File: src/rtl/qsub_pkg.sv
package qsub_pkg;
  localparam int SYM_W     = 8;
  localparam int Q_POS     = 6;
  localparam int CRC_W     = 16;
  localparam logic [CRC_W-1:0] CRC_POLY = 16'h1021;
  localparam int DATA_BITS = 80;
  localparam int BLK_BITS  = DATA_BITS + CRC_W;
  localparam int CNT_W     = $clog2(BLK_BITS + 2);
endpackage

File: src/rtl/qsub_sync_det.sv
module qsub_sync_det (
  input  logic clk,
  input  logic rst_n,
  input  logic acc_i,
  input  logic s0_i,
  input  logic s1_i,
  output logic sync_evt_o,
  output logic blk_sync_o
);
  logic pend_q;

  assign sync_evt_o = acc_i && s1_i && pend_q;

  always_ff @(posedge clk or negedge rst_n) begin
    if (!rst_n) begin
      pend_q     <= 1'b0;
      blk_sync_o <= 1'b0;
    end else if (acc_i) begin
      pend_q     <= s0_i;
      blk_sync_o <= sync_evt_o;
    end
  end

  assert_sync_holds_R2: assert property (@(posedge clk) disable iff (!rst_n)
    (blk_sync_o && !acc_i) |=> blk_sync_o);

  assert_orphan_s1_R3: assert property (@(posedge clk) disable iff (!rst_n)
    (acc_i && s1_i && !pend_q) |=> !blk_sync_o);
endmodule

File: src/rtl/qsub_crc_chk.sv
module qsub_crc_chk
  import qsub_pkg::*;
#(
  parameter int SHIFT_LEN = DATA_BITS
) (
  input  logic                 clk,
  input  logic                 rst_n,
  input  logic                 data_en_i,
  input  logic                 q_bit_i,
  input  logic                 sync_evt_i,
  output logic                 q_ok_o,
  output logic [SHIFT_LEN-1:0] q_shift_o
);
  logic [CNT_W-1:0] cnt_q;
  logic [CRC_W-1:0] crc_q, crc_nxt;
  logic             feed_bit, fb;
  logic             verdict;

  assign feed_bit = (cnt_q < CNT_W'(DATA_BITS)) ? q_bit_i : ~q_bit_i;
  assign fb       = crc_q[CRC_W-1] ^ feed_bit;
  assign crc_nxt  = {crc_q[CRC_W-2:0], 1'b0} ^ (fb ? CRC_POLY : '0);
  assign verdict  = (cnt_q == CNT_W'(BLK_BITS)) && (crc_q == '0);

  always_ff @(posedge clk or negedge rst_n) begin
    if (!rst_n) begin
      cnt_q  <= '0;
      crc_q  <= '0;
      q_ok_o <= 1'b0;
    end else if (sync_evt_i) begin
      q_ok_o <= verdict;
      cnt_q  <= '0;
      crc_q  <= '0;
    end else if (data_en_i) begin
      if (cnt_q < CNT_W'(BLK_BITS)) crc_q <= crc_nxt;
      if (cnt_q <= CNT_W'(BLK_BITS)) cnt_q <= cnt_q + 1'b1;
    end
  end

  generate
    if (SHIFT_LEN > 1) begin : g_wide
      always_ff @(posedge clk or negedge rst_n) begin
        if (!rst_n) q_shift_o <= '0;
        else if (data_en_i) q_shift_o <= {q_shift_o[SHIFT_LEN-2:0], q_bit_i};
      end
    end else begin : g_single
      always_ff @(posedge clk or negedge rst_n) begin
        if (!rst_n) q_shift_o <= '0;
        else if (data_en_i) q_shift_o <= q_bit_i;
      end
    end
  endgenerate

  assert_cnt_bound_R5: assert property (@(posedge clk) disable iff (!rst_n)
    cnt_q <= CNT_W'(BLK_BITS + 1));

  assert_ok_needs_full_block_R5: assert property (@(posedge clk) disable iff (!rst_n)
    $rose(q_ok_o) |-> $past(cnt_q == CNT_W'(BLK_BITS)));
endmodule

File: src/rtl/qsub_ser_out.sv
module qsub_ser_out (
  input  logic clk,
  input  logic rst_n,
  input  logic sync_evt_i,
  input  logic dbg_en_i,
  input  logic rd_clk_i,
  input  logic q_ok_i,
  output logic q_ser_o
);
  logic rd_q, win_q, rd_fall;

  assign rd_fall = rd_q && !rd_clk_i;

  always_ff @(posedge clk or negedge rst_n) begin
    if (!rst_n) begin
      rd_q  <= 1'b0;
      win_q <= 1'b0;
    end else begin
      rd_q <= rd_clk_i;
      if (sync_evt_i && dbg_en_i) win_q <= 1'b1;
      else if (rd_fall)           win_q <= 1'b0;
    end
  end

  assign q_ser_o = win_q && dbg_en_i && q_ok_i;

  assert_ser_gated_R7: assert property (@(posedge clk) disable iff (!rst_n)
    q_ser_o |-> (dbg_en_i && q_ok_i));

  assert_ser_closes_R7: assert property (@(posedge clk) disable iff (!rst_n)
    (rd_fall && !sync_evt_i) |=> !q_ser_o);
endmodule

File: src/rtl/qsub_sync_crc.sv
module qsub_sync_crc
  import qsub_pkg::*;
(
  input  logic                 clk,
  input  logic                 rst_n,
  input  logic                 sym_valid,
  output logic                 sym_ready,
  input  logic [SYM_W-1:0]     sym_data,
  input  logic                 sym_s0,
  input  logic                 sym_s1,
  input  logic                 crc_dbg_en,
  input  logic                 rd_clk,
  output logic                 blk_sync,
  output logic                 q_ok,
  output logic                 q_ser,
  output logic [DATA_BITS-1:0] q_shift
);
  logic acc, data_en, sync_evt;

  assign sym_ready = rst_n;
  assign acc       = sym_valid && sym_ready;
  assign data_en   = acc && !sym_s0 && !sym_s1;

  qsub_sync_det u_det (
    .clk(clk), .rst_n(rst_n), .acc_i(acc), .s0_i(sym_s0), .s1_i(sym_s1),
    .sync_evt_o(sync_evt), .blk_sync_o(blk_sync)
  );

  qsub_crc_chk #(.SHIFT_LEN(DATA_BITS)) u_crc (
    .clk(clk), .rst_n(rst_n), .data_en_i(data_en), .q_bit_i(sym_data[Q_POS]),
    .sync_evt_i(sync_evt), .q_ok_o(q_ok), .q_shift_o(q_shift)
  );

  qsub_ser_out u_ser (
    .clk(clk), .rst_n(rst_n), .sync_evt_i(sync_evt), .dbg_en_i(crc_dbg_en),
    .rd_clk_i(rd_clk), .q_ok_i(q_ok), .q_ser_o(q_ser)
  );

  assert_ok_only_on_sync_R6: assert property (@(posedge clk) disable iff (!rst_n)
    !$rose(blk_sync) |-> $stable(q_ok));
endmodule

File: config.mk
export PLATFORM = sky130hd
export DESIGN_NAME = qsub_sync_crc
export DESIGN_NICKNAME = d
export VERILOG_FILES = /design/src/rtl/qsub_pkg.sv /design/src/rtl/qsub_sync_det.sv /design/src/rtl/qsub_crc_chk.sv /design/src/rtl/qsub_ser_out.sv /design/src/rtl/qsub_sync_crc.sv
export SDC_FILE = /design/constraint.sdc
export NUM_CORES = 1
export LEC_CHECK = 0
export CAP_MARGIN = 5
export CELL_PAD_IN_SITES_DETAIL_PLACEMENT = 1
export CELL_PAD_IN_SITES_GLOBAL_PLACEMENT = 1
export CORE_ASPECT_RATIO = 1.4
export CORE_MARGIN = 2
export CORE_UTILIZATION = 55
export CTS_CLUSTER_DIAMETER = 100
export DETAILED_ROUTE_END_ITERATION = 7
export DONT_BUFFER_PORTS = 1
export GPL_TIMING_DRIVEN = 0
export PLACE_DENSITY = 0.81
export SYNTH_ARGS = -nofsm -noshare
export SYNTH_HDL_FRONTEND = slang
export SYNTH_SLANG_ARGS = --single-unit
File: constraint.sdc
create_clock -name clk -period 2.7 [get_ports clk]
set_input_delay 0.405 -clock clk [delete_from_list [all_inputs] [get_ports clk]]
set_output_delay 0.405 -clock clk [all_outputs]
set_load 0.005 [all_outputs]
==> summary.md, run 1 <==
| Metric | Value |
|---|---|
| Status | finished, violations left |
| Failing checks | hold timing |
| Crit path buf inv count | 0 |
| Post-Layout Cell Count | 390 |
| Clock-pin slew on the worst setup and hold paths | 0.09 ns |
| N_diodes | 0 |
| Critical-path cell list | or4_4, nor4_1, nand4_1, o21ai_1 |
| Sw Ratio | 22.2% |
| Initial antenna violation count | 0 |
| Detailed Routing Iterations Pass 1 | 4 |
| R2R Setup Slk | 0.94 ns |
| PortBufs | 0 |
| Register area share after synthesis | 63.8% |
| Final setup fails | 0 |
| Reg2reg end | u_crc.q_ok_o |
| DP HPWL | 5300 um |
| CP top delay family | simple AND/OR/NAND/NOR gates |
| Final Power | 2.94 mW |
| Pwr/cell area | 645 mW/mm2 |
| Cell Area, Synth | 0.00424 mm2 |
| Register area | 0.00270 mm2 |
| Post-synth cell types | 34 |
| Max Freq | 0.567 GHz |
| Final setup TNS | 0 ns |
| Slew HR | 74.6% |
| Fillers | 694 |
| Final setup margin | 0.937 ns |
| Postcts setup bufs | 0 |
| Max Cap Viol | 0 |
| CTS Root Cell | clkbuf_8 |
| Crit start category | register |
| 1st-iter DRT viols | 101 |
| WP data arrival | 2.06 ns |
| DIE HEIGHT | 108 um |
| Min-Delay Path Class | primary input to asynchronous set/reset pin |
| Worst r2r src | u_crc.cnt_q[0] |
| WL per Instance | 19.8 um |
| CP max-delay cell | or4_4 |
| NetSw | 0.654 mW |
| Placement Setup Slack | 0.816 ns |
| DIE AREA | 0.00843 mm2 |
| Row count | 37 |
| Antenna-violating nets left | 0 |
| Combinational power share | 5.9% |
| Layout cells sized above 1 | 12.3% |
| First-pass GRT wire length | 12800 um |
| Synth warnings | 0 |
| CTS max path bufs | 2 |
| Mean post-synth cell area | 15.2 um2 |
| Total vias in the final route | 2309 |
| Area contributors post-synth | dfrtp_1 64%, mux2_1 21%, a22o_1 3.5% |
| Fin crit share | 65.3% |
| Die X | 78.2 um |
| Worst-Margin Slew | 0.379 ns |
| Fin area | 0.00456 mm2 |
| Share of the synthesized area in the top cell type | 63.8% |
| Clock power frac | 34.0% |
| Num Clock Sinks | 108 |
| Final Core Density | 61.6% |
| Multi-input logic area | 0.00144 mm2 |
| P&R area growth vs syn | 7.65% |
| Crit path largest cell delay | 0.59 ns |
| Largest net degree at the start of global routing | 114 |
| Pins Over Slew Limit | 0 |
| Synthesized instance count | 278 |
| Worst Path Max Fanout | 5 |
| CP endpoint kind | register |
| Hold slack | -0.281 ns |
| I/O pins | 99 |
| Register bit total from synthesis | 108 |
| GRT Total Usage | 20.1% |
| CTS buffer count | 9 |
| GR Overflow Total | 0 |
| Crit. path cell count | 4 |
| Reg power frac | 60.2% |
| Worst IR Drop VDD | 0.386 mV |
| # DRC | 0 |
| Vias per cell | 5.92 |
| WS Path Type | register to register |
| RSZ-0062 raised after global routing | false |
| Crit path from | u_crc.cnt_q[0] |
| Cell internal pwr | 2.29 mW |
| H-tree levels | 3 |
| Commonest non-fill, non-tap cells in the layout | 108 x dfrtp_1, 79 x mux2_1, 17 x a22o_1, 12 x clkbuf_8, 9 x buf_4 |
| Routed wire length | 7730 um |
| Crit path required time | 3.00 ns |
| CTS tree | yes |
| Initial Util | 57.2% |
| FF-to-FF path depth | 4 |
| Area post-placement | 0.00436 mm2 |
| Period minus WS final | 1.76 ns |
| Routability cong. | 0.785 |
| Layout Nets | 305 |
| Total core area | 0.00741 mm2 |
| Syn nets | 294 |
| Synth area leader | dfrtp_1 |
| Hold Vio Cnt, Final | 108 |
| Worst-Skew Late Latency | 0.37 ns |
| Vias in the first global route | 2484 |
| Lkg Pwr | 2.34 nW |
| Most common cell after layout, fill and taps aside | dfrtp_1 |
| Placed insts | 375 |
| Fin Clk Skew | 0.00819 ns |
==> per-layer routing <==
layer / share of wire (%) / vias up / global-route usage [%]
met5: 0 / - / 0
met1: 38 / 1214 / 22.8
met3: 5.1 / 14 / 4.95
li1: - / 1022 / -
met2: 54 / 59 / 34.6
met4: 2.6 / 0 / 10.7
==> layout make-up <==
class	count	share of cell area, %
plain buffers	14	2.03
clock buffers	14	3.79
clock inverters	1	0.659
inverters	1	0.0823
multi-input cells	155	31.5
flip-flops and latches	108	59.3
well taps	97	2.66
==> cells in the mapped netlist (all sizes together) <==
cell and count:
a211oi 1, a21o 1, a21oi 3, a22o 17
and2 2, and3 2, and4 1, buf 14
dfrtp 108, ha 1, inv 1, mux2 82
nand2 8, nand2b 1, nand3 3, nand4 5
nor2 3, nor4 5, o21a 1, o21ai 7
o21bai 1, o2bb2ai 1, or2 2, or3 2
or4 2, xnor2 4
==> power groups by stage <==
stage / clock network [mW] / logic, mW / registers (mW)
final: 0.999 / 0.173 / 1.77
after global routing: 1.08 / 0.195 / 1.78
after CTS: 1.03 / 0.176 / 1.77
after detailed placement: 0 / 0.174 / 1.80
after global placement: 0 / 0.165 / 1.80
after floorplan: 0 / 0.146 / 1.78
==> cells by family after synthesis <==
family	count (synthesis)	share of synthesized area [%]
AOI/OAI and AO/OA	32	6.15
muxes	82	21.8
and+or+nand+nor	36	4.85
buffers and inverters	15	2.27
adders and majority gates	1	0.295
xor gates and xnor gates	4	0.827
DFF	108	63.8
==> worst max-delay path by stage <==
stage | endpoint | slack [ns]
floorplan | u_crc.q_shift_o[0] | 1.13
global placement | u_crc.q_shift_o[9] | 0.86
CTS | u_crc.q_ok_o | 0.90
detailed placement | u_crc.q_shift_o[38] | 0.82
finish | u_crc.q_ok_o | 0.94
global route | u_crc.q_ok_o | 0.86
==> registers in the layout, indices dropped and copies added (netlist names) <==
register,cells
u_det.blk_sync_o,1
u_crc.crc_q,16
u_crc.cnt_q,7
u_det.pend_q,1
u_ser.rd_q,1
u_crc.q_shift_o,80
u_ser.win_q,1
u_crc.q_ok_o,1
==> repair_timing <==
item	in CTS	in global routing
endpoints found under the setup margin	0	0
endpoints found under the hold margin	108	108
gates resized for setup	0	0
==> worst register-to-register path: stages (launching register included) <==
cell	delay [ns]
dfrtp_1	0.45
or4_4	0.59
nor4_1	0.31
nand4_1	0.19
o21ai_1	0.16
Power figures use the tool's default switching activity.
==> run 2: changes to the inputs <==
--- a/config.mk
+++ b/config.mk
@@ -10,12 +10,12 @@
 export CELL_PAD_IN_SITES_GLOBAL_PLACEMENT = 1
 export CORE_ASPECT_RATIO = 1.4
 export CORE_MARGIN = 2
-export CORE_UTILIZATION = 55
+export CORE_UTILIZATION = 46
 export CTS_CLUSTER_DIAMETER = 100
 export DETAILED_ROUTE_END_ITERATION = 7
 export DONT_BUFFER_PORTS = 1
 export GPL_TIMING_DRIVEN = 0
-export PLACE_DENSITY = 0.81
+export PLACE_DENSITY = 0.72
 export SYNTH_ARGS = -nofsm -noshare
 export SYNTH_HDL_FRONTEND = slang
 export SYNTH_SLANG_ARGS = --single-unit
==> constraint.sdc (replaced) <==
create_clock -name clk -period 1.5 [get_ports clk]
set_input_delay 0.225 -clock clk [delete_from_list [all_inputs] [get_ports clk]]
set_output_delay 0.225 -clock clk [all_outputs]
set_load 0.005 [all_outputs]
==> summary.md, run 2 (synthesized netlist as in run 1, its figures left out) <==
| Metric | Value |
|---|---|
| Layout Nets | 313 (+2.6%) |
| I/O pins | 99 (unchanged) |
| Crit path from | u_crc.cnt_q[0] |
| Critical-path cell list | or4_4, o21bai_4, o21ai_2, mux2_4 |
| CP endpoint kind | register |
| Max Cap Viol | 0 (unchanged) |
| Worst r2r src | u_crc.cnt_q[0] |
| Worst-Skew Late Latency | 0.34 ns (-0.03 ns) |
| CTS Root Cell | clkbuf_16 |
| WP data arrival | 1.80 ns (-0.26 ns) |
| Clock-pin slew on the worst setup and hold paths | 0.07 ns (-0.02 ns) |
| Max Freq | 0.634 GHz (+12%) |
| Fin Clk Skew | 0.00364 ns (-0.00455 ns) |
| Pwr/cell area | 1260 mW/mm2 (+96%) |
| # DRC | 0 (unchanged) |
| Crit. path cell count | 4 (unchanged) |
| Post-Layout Cell Count | 408 (+4.6%) |
| Largest registers | u_crc.q_shift_o (80), u_crc.crc_q (16), u_crc.cnt_q (7) |
| Layout cells sized above 1 | 15.3% (+3.0 points) |
| Lkg Pwr | 2.46 nW (+5.1%) |
| DIE AREA | 0.0100 mm2 (+19%) |
| Hold buffer count at CTS | 1 |
| Period minus WS final | 1.58 ns (-0.185 ns) |
| CTS tree | yes |
| Routability cong. | 0.808 (+2.9%) |
| Worst IR Drop VDD | 0.708 mV (+83%) |
| Initial antenna violation count | 0 (unchanged) |
| Initial Util | 47.2% (-10 points) |
| First-pass GRT wire length | 13000 um (+1.9%) |
| Pins Over Slew Limit | 0 (unchanged) |
| DIE HEIGHT | 118 um (+9.0%) |
| Slew HR | 68.6% (-5.9 points) |
| 1st-iter DRT viols | 68 (-33%) |
| Final setup margin | -0.0781 ns (-1.01 ns) |
| WS Path Type | register to register |
| Crit path required time | 1.73 ns (-1.27 ns) |
| Total core area | 0.00898 mm2 (+21%) |
| Vias in the first global route | 2520 (+1.4%) |
| Largest net degree at the start of global routing | 114 (unchanged) |
| Crit path largest cell delay | 0.58 ns (about the same) |
| Final setup fails | 4 (+4) |
| PortBufs | 0 (unchanged) |
| CTS buffer count | 9 (unchanged) |
| GRT Total Usage | 16.6% (-3.5 points) |
| Crit path buf inv count | 0 (unchanged) |
| CP max-delay cell | or4_4 |
| Vias per cell | 5.70 (-3.8%) |
| Placed insts | 385 (+2.7%) |
| DP HPWL | 5190 um (-2.1%) |
| Worst-Margin Slew | 0.466 ns (+0.0875 ns) |
| Worst Path Max Fanout | 4 (-1) |
| GR Overflow Total | 0 (unchanged) |
| N_diodes | 0 (unchanged) |
| P&R area growth vs syn | 13.3% |
| Largest Register | u_crc.q_shift_o |
| Routed wire length | 7800 um (+0.93%) |
| Num Clock Sinks | 108 (unchanged) |
| Fin crit share | 105% (+40 points) |
| Die X | 85.1 um (+8.9%) |
| RSZ-0062 raised after global routing | true |
| Row count | 41 (+11%) |
| FF-to-FF path depth | 4 (unchanged) |
| Max reg flops | 80 (unchanged) |
| Min-Delay Path Class | primary input to asynchronous set/reset pin |
| WL per Instance | 19.1 um (-3.5%) |
| H-tree levels | 3 (unchanged) |
| Hold Vio Cnt, Final | 108 (unchanged) |
| Reg2reg end | u_crc.cnt_q[0] |
| Status | finished, violations left |
| Antenna-violating nets left | 0 (unchanged) |
| Total vias in the final route | 2324 (+0.65%) |
| CP top delay family | simple AND/OR/NAND/NOR gates |
| Hold slack | -0.427 ns (-0.146 ns) |
| Fillers | 854 (+23%) |
| R2R Setup Slk | -0.08 ns (-1.01 ns) |
| Most common cell after layout, fill and taps aside | dfrtp_1 |
| Detailed Routing Iterations Pass 1 | 4 (unchanged) |
| Failing checks | hold timing, setup timing |
| CTS max path bufs | 2 (unchanged) |
| Crit start category | register |
| Commonest non-fill, non-tap cells in the layout | 108 x dfrtp_1, 79 x mux2_1, 17 x buf_4, 17 x a22o_1, 9 x clkbuf_16 |
| End point of the critical path | u_crc.cnt_q[0] |
| Final setup TNS | -0.156 ns (-0.156 ns) |
[run 2: how the worst min path moves through the flow]
| stage | startpoint | endpoint | slack, ns | depth (start not counted) |
|---|---|---|---|---|
| global placement | rst_n | u_crc.q_shift_o[63] | -0.07 | 0 |
| global route | rst_n | u_crc.q_shift_o[71] | -0.45 | 0 |
| floorplan | rst_n | u_crc.cnt_q[0] | -0.07 | 0 |
| CTS | rst_n | u_crc.q_shift_o[63] | -0.44 | 0 |
| detailed placement | rst_n | u_crc.q_shift_o[62] | -0.07 | 0 |
| finish | rst_n | u_crc.q_shift_o[71] | -0.43 | 0 |
[run 2: layer usage]
metal / up-vias / wire length (um) / share of wire (%) / global-route usage (%)
li1: 1044 / - / - / -
met1: 1209 / 3060 / 39 / 19.6
met2: 64 / 3990 / 51 / 27.0
met3: 7 / 635 / 8.1 / 7.64
met4: 0 / 104 / 1.3 / 4.76
met5: - / 0 / 0 / 0
[run 2: final cells by class]
class                   count  area, um2  area share (%)
plain buffers              14       95.1            1.98
clock buffers              11        243            5.06
clock inverters             4       73.8            1.54
inverters                   1       3.75          0.0782
multi-input cells         155       1480            30.9
flip-flops and latches    108       2700            56.3
well taps                 107        134            2.79
repair buffers              8       62.6            1.30
[run 2: worst register-to-register path, cell delays in order (launching register included)]
cell,delay (ns)
dfrtp_1,0.38
or4_4,0.58
o21bai_4,0.17
o21ai_2,0.08
mux2_4,0.26
[run 2: repair_timing]
item | in CTS | in global routing
setup endpoints to repair | 14 | 15
setup buffers | 4 | 3
hold endpoints to repair | 109 | 108
pin swaps | 1 | 2
gates resized for setup | 4 | 4
[run 2: stage by stage]
stage / hold WS, ns / instance area [um2] / power (mW) / util, % / setup WS [ns]
final: -0.427 / 4800 / 6.06 / 53.4 / -0.0781
after global routing: -0.451 / 4800 / 6.32 / 53.4 / -0.120
after CTS: -0.442 / 4750 / 6.13 / 52.9 / -0.0785
after detailed placement: -0.0685 / 4370 / 3.55 / 48.7 / -0.197
after global placement: -0.0685 / 4370 / 3.54 / 48.7 / -0.167
after floorplan: -0.0706 / 4240 / 3.46 / - / -0.0384
[run 2: where the power goes]
| part | leakage [nW] | switching (mW) | internal, mW |
|---|---|---|---|
| clock | 0.156 | 1.01 | 1.50 |
| sequential | 1.49 | 0.119 | 3.05 |
| combinational | 0.819 | 0.182 | 0.206 |
